File: src/rtl/ep_hs_pkg.sv
package ep_hs_pkg;
    typedef enum logic [1:0] {
        RPL_DATA  = 2'd0,
        RPL_ACK   = 2'd1,
        RPL_NAK   = 2'd2,
        RPL_STALL = 2'd3
    } reply_e;

    typedef struct packed {
        logic   stall;
        logic   tog;
        logic   ctrl_dir;
        logic   rpl_valid;
        reply_e rpl_code;
    } hs_state_t;
endpackage

File: src/rtl/ep_reply_decide.sv
module ep_reply_decide
    import ep_hs_pkg::*;
(
    input  logic   enable,
    input  logic   setup,
    input  logic   tok_valid,
    input  logic   tok_in,
    input  logic   buf_ready,
    input  logic   pkt_ok,
    input  logic   stall,
    input  logic   rx_tog,
    input  logic   exp_tog,
    output logic   rpl_valid,
    output reply_e rpl_code,
    output logic   out_accept
);
    always_comb begin
        rpl_valid  = 1'b0;
        rpl_code   = RPL_DATA;
        out_accept = 1'b0;
        if (enable) begin
            if (setup) begin
                rpl_valid = 1'b1;
                rpl_code  = RPL_ACK;
            end else if (tok_valid) begin
                if (tok_in) begin
                    rpl_valid = 1'b1;
                    if (stall)           rpl_code = RPL_STALL;
                    else if (!buf_ready) rpl_code = RPL_NAK;
                    else                 rpl_code = RPL_DATA;
                end else if (pkt_ok) begin
                    rpl_valid = 1'b1;
                    if (stall)           rpl_code = RPL_STALL;
                    else if (!buf_ready) rpl_code = RPL_NAK;
                    else begin
                        rpl_code   = RPL_ACK;
                        out_accept = (rx_tog == exp_tog);
                    end
                end
            end
        end
    end
endmodule

File: src/rtl/ep_tog_banks.sv
module ep_tog_banks #(
    parameter int NUM_BANKS = 2
) (
    input  logic clk,
    input  logic rst_n,
    input  logic wr_en,
    input  logic wr_tog,
    input  logic rel,
    output logic cur_tog
);
    localparam int PTR_W = (NUM_BANKS > 1) ? $clog2(NUM_BANKS) : 1;
    localparam logic [PTR_W-1:0] LAST_IDX = PTR_W'(NUM_BANKS - 1);

    typedef struct packed {
        logic [NUM_BANKS-1:0] rec;
        logic [PTR_W-1:0]     wr_ptr;
        logic [PTR_W-1:0]     rd_ptr;
    } bank_state_t;

    bank_state_t q, d;
    logic [NUM_BANKS-1:0] rec_d;

    function automatic logic [PTR_W-1:0] bump(input logic [PTR_W-1:0] p);
        return (p == LAST_IDX) ? '0 : p + 1'b1;
    endfunction

    for (genvar b = 0; b < NUM_BANKS; b++) begin : g_bank
        assign rec_d[b] = (wr_en && q.wr_ptr == PTR_W'(b)) ? wr_tog : q.rec[b];
    end

    always_comb begin
        d        = q;
        d.rec    = rec_d;
        if (wr_en) d.wr_ptr = bump(q.wr_ptr);
        if (rel)   d.rd_ptr = bump(q.rd_ptr);
    end

    always_ff @(posedge clk) begin
        if (!rst_n) q <= '0;
        else        q <= d;
    end

    assign cur_tog = q.rec[q.rd_ptr];
endmodule

File: src/rtl/ep_hs_ctrl.sv
module ep_hs_ctrl
    import ep_hs_pkg::*;
#(
    parameter int NUM_BANKS = 2
) (
    input  logic       clk,
    input  logic       rst_n,
    input  logic       ep_enable,
    input  logic       ep_is_in,
    input  logic       cpu_stall_set,
    input  logic       cpu_stall_clr,
    input  logic       cpu_tog_reset,
    input  logic       cpu_bank_release,
    input  logic       pe_setup,
    input  logic       pe_setup_dir_in,
    input  logic       pe_tok_valid,
    input  logic       pe_tok_in,
    input  logic       pe_buf_ready,
    input  logic       pe_pkt_ok,
    input  logic       pe_rx_tog,
    input  logic       pe_host_ack,
    output logic       hs_valid,
    output logic [1:0] hs_code,
    output logic       tog_next,
    output logic [1:0] tog_status,
    output logic       ctrl_dir,
    output logic       stall_active
);
    hs_state_t q, d;
    logic      rpl_valid;
    reply_e    rpl_code;
    logic      out_accept;
    logic      bank_tog;
    logic      setup_ok;

    assign setup_ok = ep_enable && pe_setup;

    ep_reply_decide u_decide (
        .enable     (ep_enable),
        .setup      (pe_setup),
        .tok_valid  (pe_tok_valid),
        .tok_in     (pe_tok_in),
        .buf_ready  (pe_buf_ready),
        .pkt_ok     (pe_pkt_ok),
        .stall      (q.stall),
        .rx_tog     (pe_rx_tog),
        .exp_tog    (q.tog),
        .rpl_valid  (rpl_valid),
        .rpl_code   (rpl_code),
        .out_accept (out_accept)
    );

    ep_tog_banks #(.NUM_BANKS(NUM_BANKS)) u_banks (
        .clk     (clk),
        .rst_n   (rst_n),
        .wr_en   (out_accept),
        .wr_tog  (pe_rx_tog),
        .rel     (cpu_bank_release),
        .cur_tog (bank_tog)
    );

    always_comb begin
        d           = q;
        d.rpl_valid = rpl_valid;
        d.rpl_code  = rpl_code;

        if (setup_ok || cpu_stall_clr) d.stall = 1'b0;
        else if (cpu_stall_set)        d.stall = 1'b1;

        if (setup_ok) begin
            d.tog      = 1'b1;
            d.ctrl_dir = pe_setup_dir_in;
        end else if (cpu_tog_reset) begin
            d.tog = 1'b0;
        end else if (out_accept) begin
            d.tog = ~q.tog;
        end else if (ep_enable && pe_host_ack) begin
            d.tog = ~q.tog;
        end
    end

    always_ff @(posedge clk) begin
        if (!rst_n) q <= '{stall: 1'b0, tog: 1'b0, ctrl_dir: 1'b0,
                           rpl_valid: 1'b0, rpl_code: RPL_DATA};
        else        q <= d;
    end

    assign hs_valid     = q.rpl_valid;
    assign hs_code      = q.rpl_code;
    assign tog_next     = q.tog;
    assign tog_status   = {1'b0, ep_is_in ? q.tog : bank_tog};
    assign ctrl_dir     = q.ctrl_dir;
    assign stall_active = q.stall;
endmodule

File: config.mk
export PLATFORM = sky130hd
export DESIGN_NAME = ep_hs_ctrl
export DESIGN_NICKNAME = d
export VERILOG_FILES = /design/src/rtl/ep_hs_pkg.sv /design/src/rtl/ep_reply_decide.sv /design/src/rtl/ep_tog_banks.sv /design/src/rtl/ep_hs_ctrl.sv
export SDC_FILE = /design/constraint.sdc
export NUM_CORES = 1
export LEC_CHECK = 0
export ABC_AREA = 1
export ABC_CLOCK_PERIOD_IN_PS = 1700
export CAP_MARGIN = 20
export CORE_AREA = 4 4 41 43
export DETAILED_ROUTE_END_ITERATION = 10
export DIE_AREA = 0 0 45 47
export HOLD_SLACK_MARGIN = 0.08
export PLACE_DENSITY = 0.75
export SYNTH_ARGS = -nofsm -noshare
export SYNTH_HDL_FRONTEND = slang
export SYNTH_SLANG_ARGS = --single-unit
File: constraint.sdc
create_clock -name clk -period 1.7 [get_ports clk]
set_clock_uncertainty 0.05 [all_clocks]
set_input_delay 0.34 -clock clk [delete_from_list [all_inputs] [get_ports clk]]
set_output_delay 0.34 -clock clk [all_outputs]
set_load 0.02 [all_outputs]
Word level (Yosys, flattened, before mapping):

Cells that the tools add are included.

* bits in registers: 10
* output and inout port bits: 8
* word-level logic and storage cells: 56

* add/sub/neg operators: 2
* $lt $le $gt $ge: 1
* eq/ne operators: 1
* multiplexer cells: 28
* bitwise operators: 5
* reduce and logical (&&, ||, !) cells: 9

Operator list (number)
* two-way mux 1 bit: 22
* two-way mux 2 bit: 6
* inverter 1 bit: 5
* logical AND 1 bit: 4
* nonzero test 4 bit: 1
* OR reduction 4 bit: 1
* adder 1 bit, second input constant: 2
* less-than comparator 1 x 2 -> 1 bit, second input constant: 1
* AND reduction 2 bit: 1
* OR reduction 2 bit: 1
* == test 1 bit: 1
* logical OR 1 bit: 1

Longest topological paths before layout:

Gate-level depths: netlist of the first run.

* depth in word-level cells: 11
* mapped depth: 7

Hierarchy:

A second synthesis of the first run with hierarchy kept.

* cells, all modules: 85
* area total of the unflattened synthesis: 520.5 µm²

By module, submodules not included
* ep_hs_ctrl: instances 1, cells an instance 34, area an instance 242.7 µm²
* ep_tog_banks: instances 1, cells an instance 25, area an instance 166.4 µm²
* ep_reply_decide: instances 1, cells an instance 26, area an instance 111.4 µm²

Least setup slack after synthesis of the first run:

No wires, ideal clock.

* path type: register to output
* start: register q (netlist bit tog_next)
* end: output tog_status[0]
* arrival: 0.908 ns
* required time: 1.310 ns
* slack: 0.402 ns
* stages on the path, launching flop included: 3
* buffers on the path: 0
* path through: dfxtp_1 -> inv_1 -> a21oi_1

* longest elaborated chain between the ends: 1

Ends and longest elaborated chain
* start, declared: RTL line ep_hs_ctrl.sv:29 `hs_state_t q, d;`
* start signal, assigned: RTL line ep_hs_ctrl.sv:83 `if (!rst_n) q <= '{stall: 1'b0, tog: 1'b0, ctrl_dir: 1'b0,`
* two-way mux 1 bit: RTL line ep_hs_ctrl.sv:91 `assign tog_status = {1'b0, ep_is_in ? q.tog : bank_tog};`
* end, declared: RTL line ep_hs_ctrl.sv:25 `output logic [1:0] tog_status,`

Every way passes these cells.

Final worst setup path of the first run:

* start: register q (netlist bit stall_active)
* end: output stall_active

RTL lines
* end, declared: RTL line ep_hs_ctrl.sv:27 `output logic stall_active`

No word-level cell between the ends.

==> flow_summary_export.csv, run 1 <==
group,metric,value,unit
yosys,ys_top_cells_by_area,"dfxtp_1 40%, nand2_1 14%, nor2_1 9.0%, inv_1 4.5%, a21oi_1 4.0%",
cells_and_area,instances_no_fill,112,
worst_setup_path,critPathArrivalTime,1.23,ns
yosys,yosysWarnings,0,
placed_design,dp_slack,-0.296,ns
power,power_frac_seq,46.4,%
timing,setup_viol,0,
yosys,synth_top_area_cell,"dfxtp_1",
global_routing,grt_pass1_vias,475,
worst_setup_path,crit_path_top_delay_cell,"clkdlybuf4s50_1",
worst_setup_path,crit_family,"buffers and inverters",
placed_design,placed_area,746,µm²
timing,rsz0062_at_grt,"no",
yosys,synth_fa_ha_area_share,0,%
yosys,synth_top_family_by_area,"simple AND/OR/NAND/NOR gates",
global_routing,track_usage,13.2,%
worst_setup_path,crit_path_end_kind,"output port",
placed_design,port_buffers,22,
worst_setup_path,critPathRequiredTime,1.31,ns
yosys,ys_seq_area_share,40.1,%
clock_tree,ctsHoldBuffers,0,
clock_tree,cts_root_buf,"clkbuf_4",
worst_setup_path,r2r_start,"stall_active",
timing,setup-tns-final,0,ns
timing,hold_violations,0,
die,die_area,0.00212,mm²
timing,fmax,0.616,GHz
routing,ant_nets,0,
timing,min_period,1.62,ns
die,initial_core_util,38.4,%
clock_tree,worstSkewPairLatency,0.26,ns
yosys,synthCells,71,
worst_hold_path,hold_path_class,"flop to flop",
power,combPwrFrac,24.2,%
routing,viasPerCell,4.79,
routing,wl_per_cell,10.9,µm
job,cap_violations,0,
placed_design,placed_cells,109,
power,p_sw,146,µW
power,powerDensity,701,mW/mm²
yosys,ys_ff_latch,10,
power,ir_drop,0.000354,V
worst_setup_path,path_buf_inv,1,
yosys,synth_compound_area_share,11.0,%
worst_setup_path,startpoint_type,"flop",
worst_setup_path,crit_type,"flop to output port",
yosys,synthDistinctLibCells,19,
die,core,0.00130,mm²
yosys,synth_xor_area_share,0,%
global_routing,antenna_found_initial,0,
die,die_y,47,µm
yosys,synth_area_per_cell,7.03,µm²
cells_and_area,fin_nets,115,
routing,dr.pass1.iters,4,
worst_setup_path,path_cells,"clkdlybuf4s50_1",
timing,final_max_slew_viol_count,0,
worst_hold_path,min_from,"u_banks.q[1]",
worst_setup_path,cp_max_fo,3,
routing,num_vias,536,
clock_tree,clk_pin_slew_worst_paths,0.06,ns
cells_and_area,syn_to_final_growth,54.4,%
routing,drt-total-wl,1.22,mm
global_routing,grt_max_degree,8,
global_routing,overflow,0,
power,switching_share,27.1,%
placed_design,hpwl,973,µm
clock_tree,htree_levels,1,
clock_tree,cts_buffers,3,
worst_setup_path,slowest_delay,0.62,ns
power,internal_power,394,µW
global_routing,grt_pass1_wl,1.93,mm
yosys,yosys.area_share.simple,39.8,%
clock_tree,cts.sinks,10,
clock_tree,clock_path_buffers,2,
worst_setup_path,worstSetupStartpoint,"stall_active",
timing,fin_ws,0.0779,ns
placed_design,place.gp.congestion,0.658,
cells_and_area,post-route-util,59.2,%
routing,first_iter_violations,6,
cells_and_area,drive_gt1_share,14.4,%
cells_and_area,design_area,771,µm²
yosys,synth_area,499,µm²
power,leakage,0.373,nW
die,rows,13,
run_status,outcome,"complete, no violations",
cells_and_area,n_antenna_cell,0,
clock_tree,cts_tree,"yes",
power,p_clk_share,29.4,%
yosys,synth_top_area_share,40.1,%
routing,drcViolationCount,0,
die,io_pins,24,
yosys,synth_mux_area_share,0,%
power,finalPower,540,µW
die,die_w,45,µm
timing,period_share,95.4,%
yosys,syn_nets,87,
timing,whs,0.433,ns
[synthesized netlist by cell type]
| master | n |
|---|---|
| nor2_8 | 1 |
| nand2_2 | 2 |
| a21oi_1 | 4 |
| o21ai_0 | 3 |
| buf_4 | 2 |
| inv_1 | 6 |
| a211oi_1 | 1 |
| nor3_1 | 1 |
| nor2_1 | 12 |
| nand3_1 | 3 |
| nand2_1 | 19 |
| o21a_1 | 1 |
| inv_2 | 1 |
| nand4_1 | 1 |
| o21ai_1 | 1 |
| dfxtp_1 | 10 |
| conb_1 | 1 |
| nor2_4 | 1 |
| nand4_2 | 1 |
[worst min-delay path, cell delays in order (launching register included)]
cell	delay (ns)
dfxtp_1	0.32
inv_1	0.07
a21oi_1	0.06
[cell type report]
| cell class | count | area [µm²] |
|---|---|---|
| fillers | 137 | 531 |
| multi-input cells | 52 | 263 |
| repair buffers | 25 | 240 |
| flip-flops and latches | 10 | 200 |
| inverters | 7 | 26.3 |
| clock buffers | 3 | 22.5 |
| well taps | 15 | 18.8 |
[placed cells by master, fill, tap and decap left out, types with 2 or more instances in the layout]
cell and count:
dfxtp_1 10, clkbuf_4 3, o21ai_0 3, nor2_1 12, nand2_2 2, buf_4 3, nand2_1 19, nand3_1 3
a21oi_1 4, inv_1 6, clkdlybuf4s50_1 20
[cells by family after synthesis]
family,after synthesis
AOI/OAI and AO/OA,10
DFF,10
other,1
buffers and inverters,9
and+or+nand+nor,41
[power groups by stage]
stage               clock network [mW]  registers (mW)  logic [mW]
finish                           0.159           0.251       0.131
global route                     0.180           0.252       0.142
CTS                              0.164           0.250       0.132
detailed placement                   0           0.256       0.132
global placement                     0           0.255       0.130
floorplan                            0           0.266      0.0499
[per-layer routing]
| layer | up-vias | track usage [%] | part of all wire (%) | wire length (µm) |
|---|---|---|---|---|
| li1 | 279 | - | - | - |
| met1 | 243 | 14.2 | 42 | 512 |
| met2 | 12 | 22.6 | 52 | 640 |
| met3 | 2 | 2.30 | 4.2 | 51 |
| met4 | 0 | 10.5 | 1.6 | 19 |
| met5 | - | 0 | 0 | 0 |
[sequential cells by signal, summed over array words and instances, names as in the netlist]
signal,cells
ctrl_dir,1
hs_code,2
u_banks.q,4
tog_next,1
stall_active,1
hs_valid,1
[final timing paths]
path                  endpoint  slack [ns]  cells past startpoint
hold reg to reg   u_banks.q[1]        0.43                      2
setup / recovery  stall_active        0.08                      1
setup reg to reg      tog_next        0.58                      6
hold / removal    u_banks.q[1]        0.43                      2
[timing repair]
item                                    in CTS  in global routing
resized for setup                            3                  3
buffers inserted                             0                  0
cloned                                       0                  0
endpoints found under the setup margin       1                  2
Note: power is estimated with default switching activity, not from simulation.
==> run 2, diff against run 1 <==
GPL_TIMING_DRIVEN = 1   (was default)
==> results of run 2 <==
Same layout as run 1: the final DEF is identical, and so are final timing and power.
==> run 3, diff against run 2 <==
CTS_CLUSTER_DIAMETER = 120   (was default)
SKIP_LAST_GASP = 1   (was default)
==> run 3 against run 2 <==
- the flow now finishes with violations (setup timing)
- sequential cell count is the same
- maximum frequency fell by 5.4%
- critical path depth is 3 higher
- setup slack lost 0.093 ns
- design area grew 0.81%
- cell count unchanged
- combinational power about the same
- clock-buffer cell count is the same
- critical path type is now primary input to output port
- critical endpoint is now tog_status[0]
==> flow_summary_export.csv, run 3 (same netlist as run 1, synthesis figures left out) <==
group,metric,value,unit
die,die_w,45,µm
timing,fmax,0.583,GHz
worst_setup_path,crit_path_end_kind,"output port",
cells_and_area,post-route-util,59.7,%
run_status,outcome,"complete, but fails checks",
die,io_pins,24,
worst_setup_path,startpoint_type,"primary input",
global_routing,grt_max_degree,8,
placed_design,place.gp.congestion,0.658,
clock_tree,clk_pin_slew_worst_paths,0.06,ns
power,powerDensity,698,mW/mm²
cells_and_area,largest_reg_flops,4,
power,leakage,0.372,nW
cells_and_area,fillers,137,
cells_and_area,design_area,777,µm²
global_routing,antenna_found_initial,0,
worst_setup_path,cp_max_fo,2,
routing,top_layer,"met4",
timing,hold_violations,0,
worst_setup_path,critPathArrivalTime,1.33,ns
placed_design,hpwl,973,µm
routing,met1_length,514,µm
timing,setup_viol,1,
clock_tree,cts_tree,"yes",
cells_and_area,regMostFlops,"u_banks.q",
routing,routed-wl-met2,662,µm
routing,ant_nets,0,
global_routing,overflow,0,
routing,first_iter_violations,5,
timing,fin_ws,-0.0151,ns
power,finalPower,542,µW
routing,wl_per_cell,11.1,µm
die,core,0.00130,mm²
routing,drt-total-wl,1.25,mm
worst_setup_path,critPathRequiredTime,1.31,ns
cells_and_area,final_cell_mix,"20 x clkdlybuf4s50_1, 19 x nand2_1, 12 x nor2_1, 10 x dfxtp_1, 6 x inv_1",
clock_tree,htree_levels,1,
placed_design,placed_area,746,µm²
clock_tree,clock_path_buffers,2,
worst_setup_path,crit_type,"primary input to output port",
die,die_area,0.00212,mm²
cells_and_area,layout_commonest_cell,"clkdlybuf4s50_1",
routing,num_vias,536,
routing,dr.pass1.iters,4,
timing,min_period,1.72,ns
global_routing,grt_pass1_vias,475,
timing,rsz0062_at_grt,"yes",
routing,wl_met3,51,µm
global_routing,track_usage,13.2,%
cells_and_area,n_antenna_cell,0,
cells_and_area,fin_nets,115,
timing,period_share,101,%
clock_tree,ctsHoldBuffers,0,
global_routing,grt_pass1_wl,1.93,mm
clock_tree,cts.sinks,10,
clock_tree,cts_root_buf,"clkbuf_4",
die,die_y,47,µm
routing,drcViolationCount,0,
cells_and_area,syn_to_final_growth,55.6,%
worst_hold_path,hold_path_class,"flop to flop",
routing,viasPerCell,4.79,
placed_design,port_buffers,22,
power,ir_drop,0.000355,V
timing,setup-tns-final,-0.0151,ns
run_status,violations,"setup timing",
timing,final_max_slew_viol_count,0,
die,rows,13,
placed_design,dp_slack,-0.296,ns
job,cap_violations,0,
die,initial_core_util,38.4,%
clock_tree,cts_buffers,3,
clock_tree,worstSkewPairLatency,0.26,ns
cells_and_area,drive_gt1_share,14.4,%
[run 3: repair_timing]
action,CTS,global route
endpoints found under the setup margin,1,2
hold endpoints to repair,0,0
buffers inserted,0,0
gates resized for setup,3,2
pin swaps,0,0
[run 3: per-stage QoR]
step                hold slack (ns)  cells
floorplan                     0.367     71
global placement              0.412    109
detailed placement            0.424    109
CTS                           0.433    112
global route                  0.462    112
finish                        0.433    112
[run 3: power by group]
part | internal [mW] | leakage [nW] | total, mW | switching, mW
clock network | 0.0817 | 0.0138 | 0.159 | 0.0771
registers | 0.245 | 0.0819 | 0.251 | 0.00567
logic | 0.0687 | 0.277 | 0.133 | 0.0643
[run 3: final timing paths]
path	slack (ns)	from	end	cells past startpoint
worst max-delay path	-0.02	ep_is_in	tog_status[0]	4
worst min-delay path	0.43	u_banks.q[1]	u_banks.q[1]	2
worst max register to register	0.58	stall_active	tog_next	6
worst min register to register	0.43	u_banks.q[1]	u_banks.q[1]	2
[run 3: final cells by class]
| class | instances | area, µm² | share of cell area [%] |
|---|---|---|---|
| sequential | 10 | 200 | 25.8 |
| tap | 15 | 18.8 | 2.42 |
| inverter | 7 | 26.3 | 3.38 |
| multi-input combinational | 52 | 263 | 33.8 |
| clock buffer | 3 | 22.5 | 2.90 |
| timing repair buffer | 25 | 246 | 31.7 |
[run 3: routing by layer]
metal | global-route usage (%) | up-vias
met1 | 14.2 | 244
li1 | - | 278
met3 | 2.30 | 2
met4 | 10.5 | 0
met2 | 22.6 | 12
met5 | 0 | -
[run 3: worst max-delay path: stages]
cell and delay [ns]:
clkdlybuf4s50_1 0.49, a211oi_2 0.05, a21oi_1 0.15, clkdlybuf4s15_2 0.29
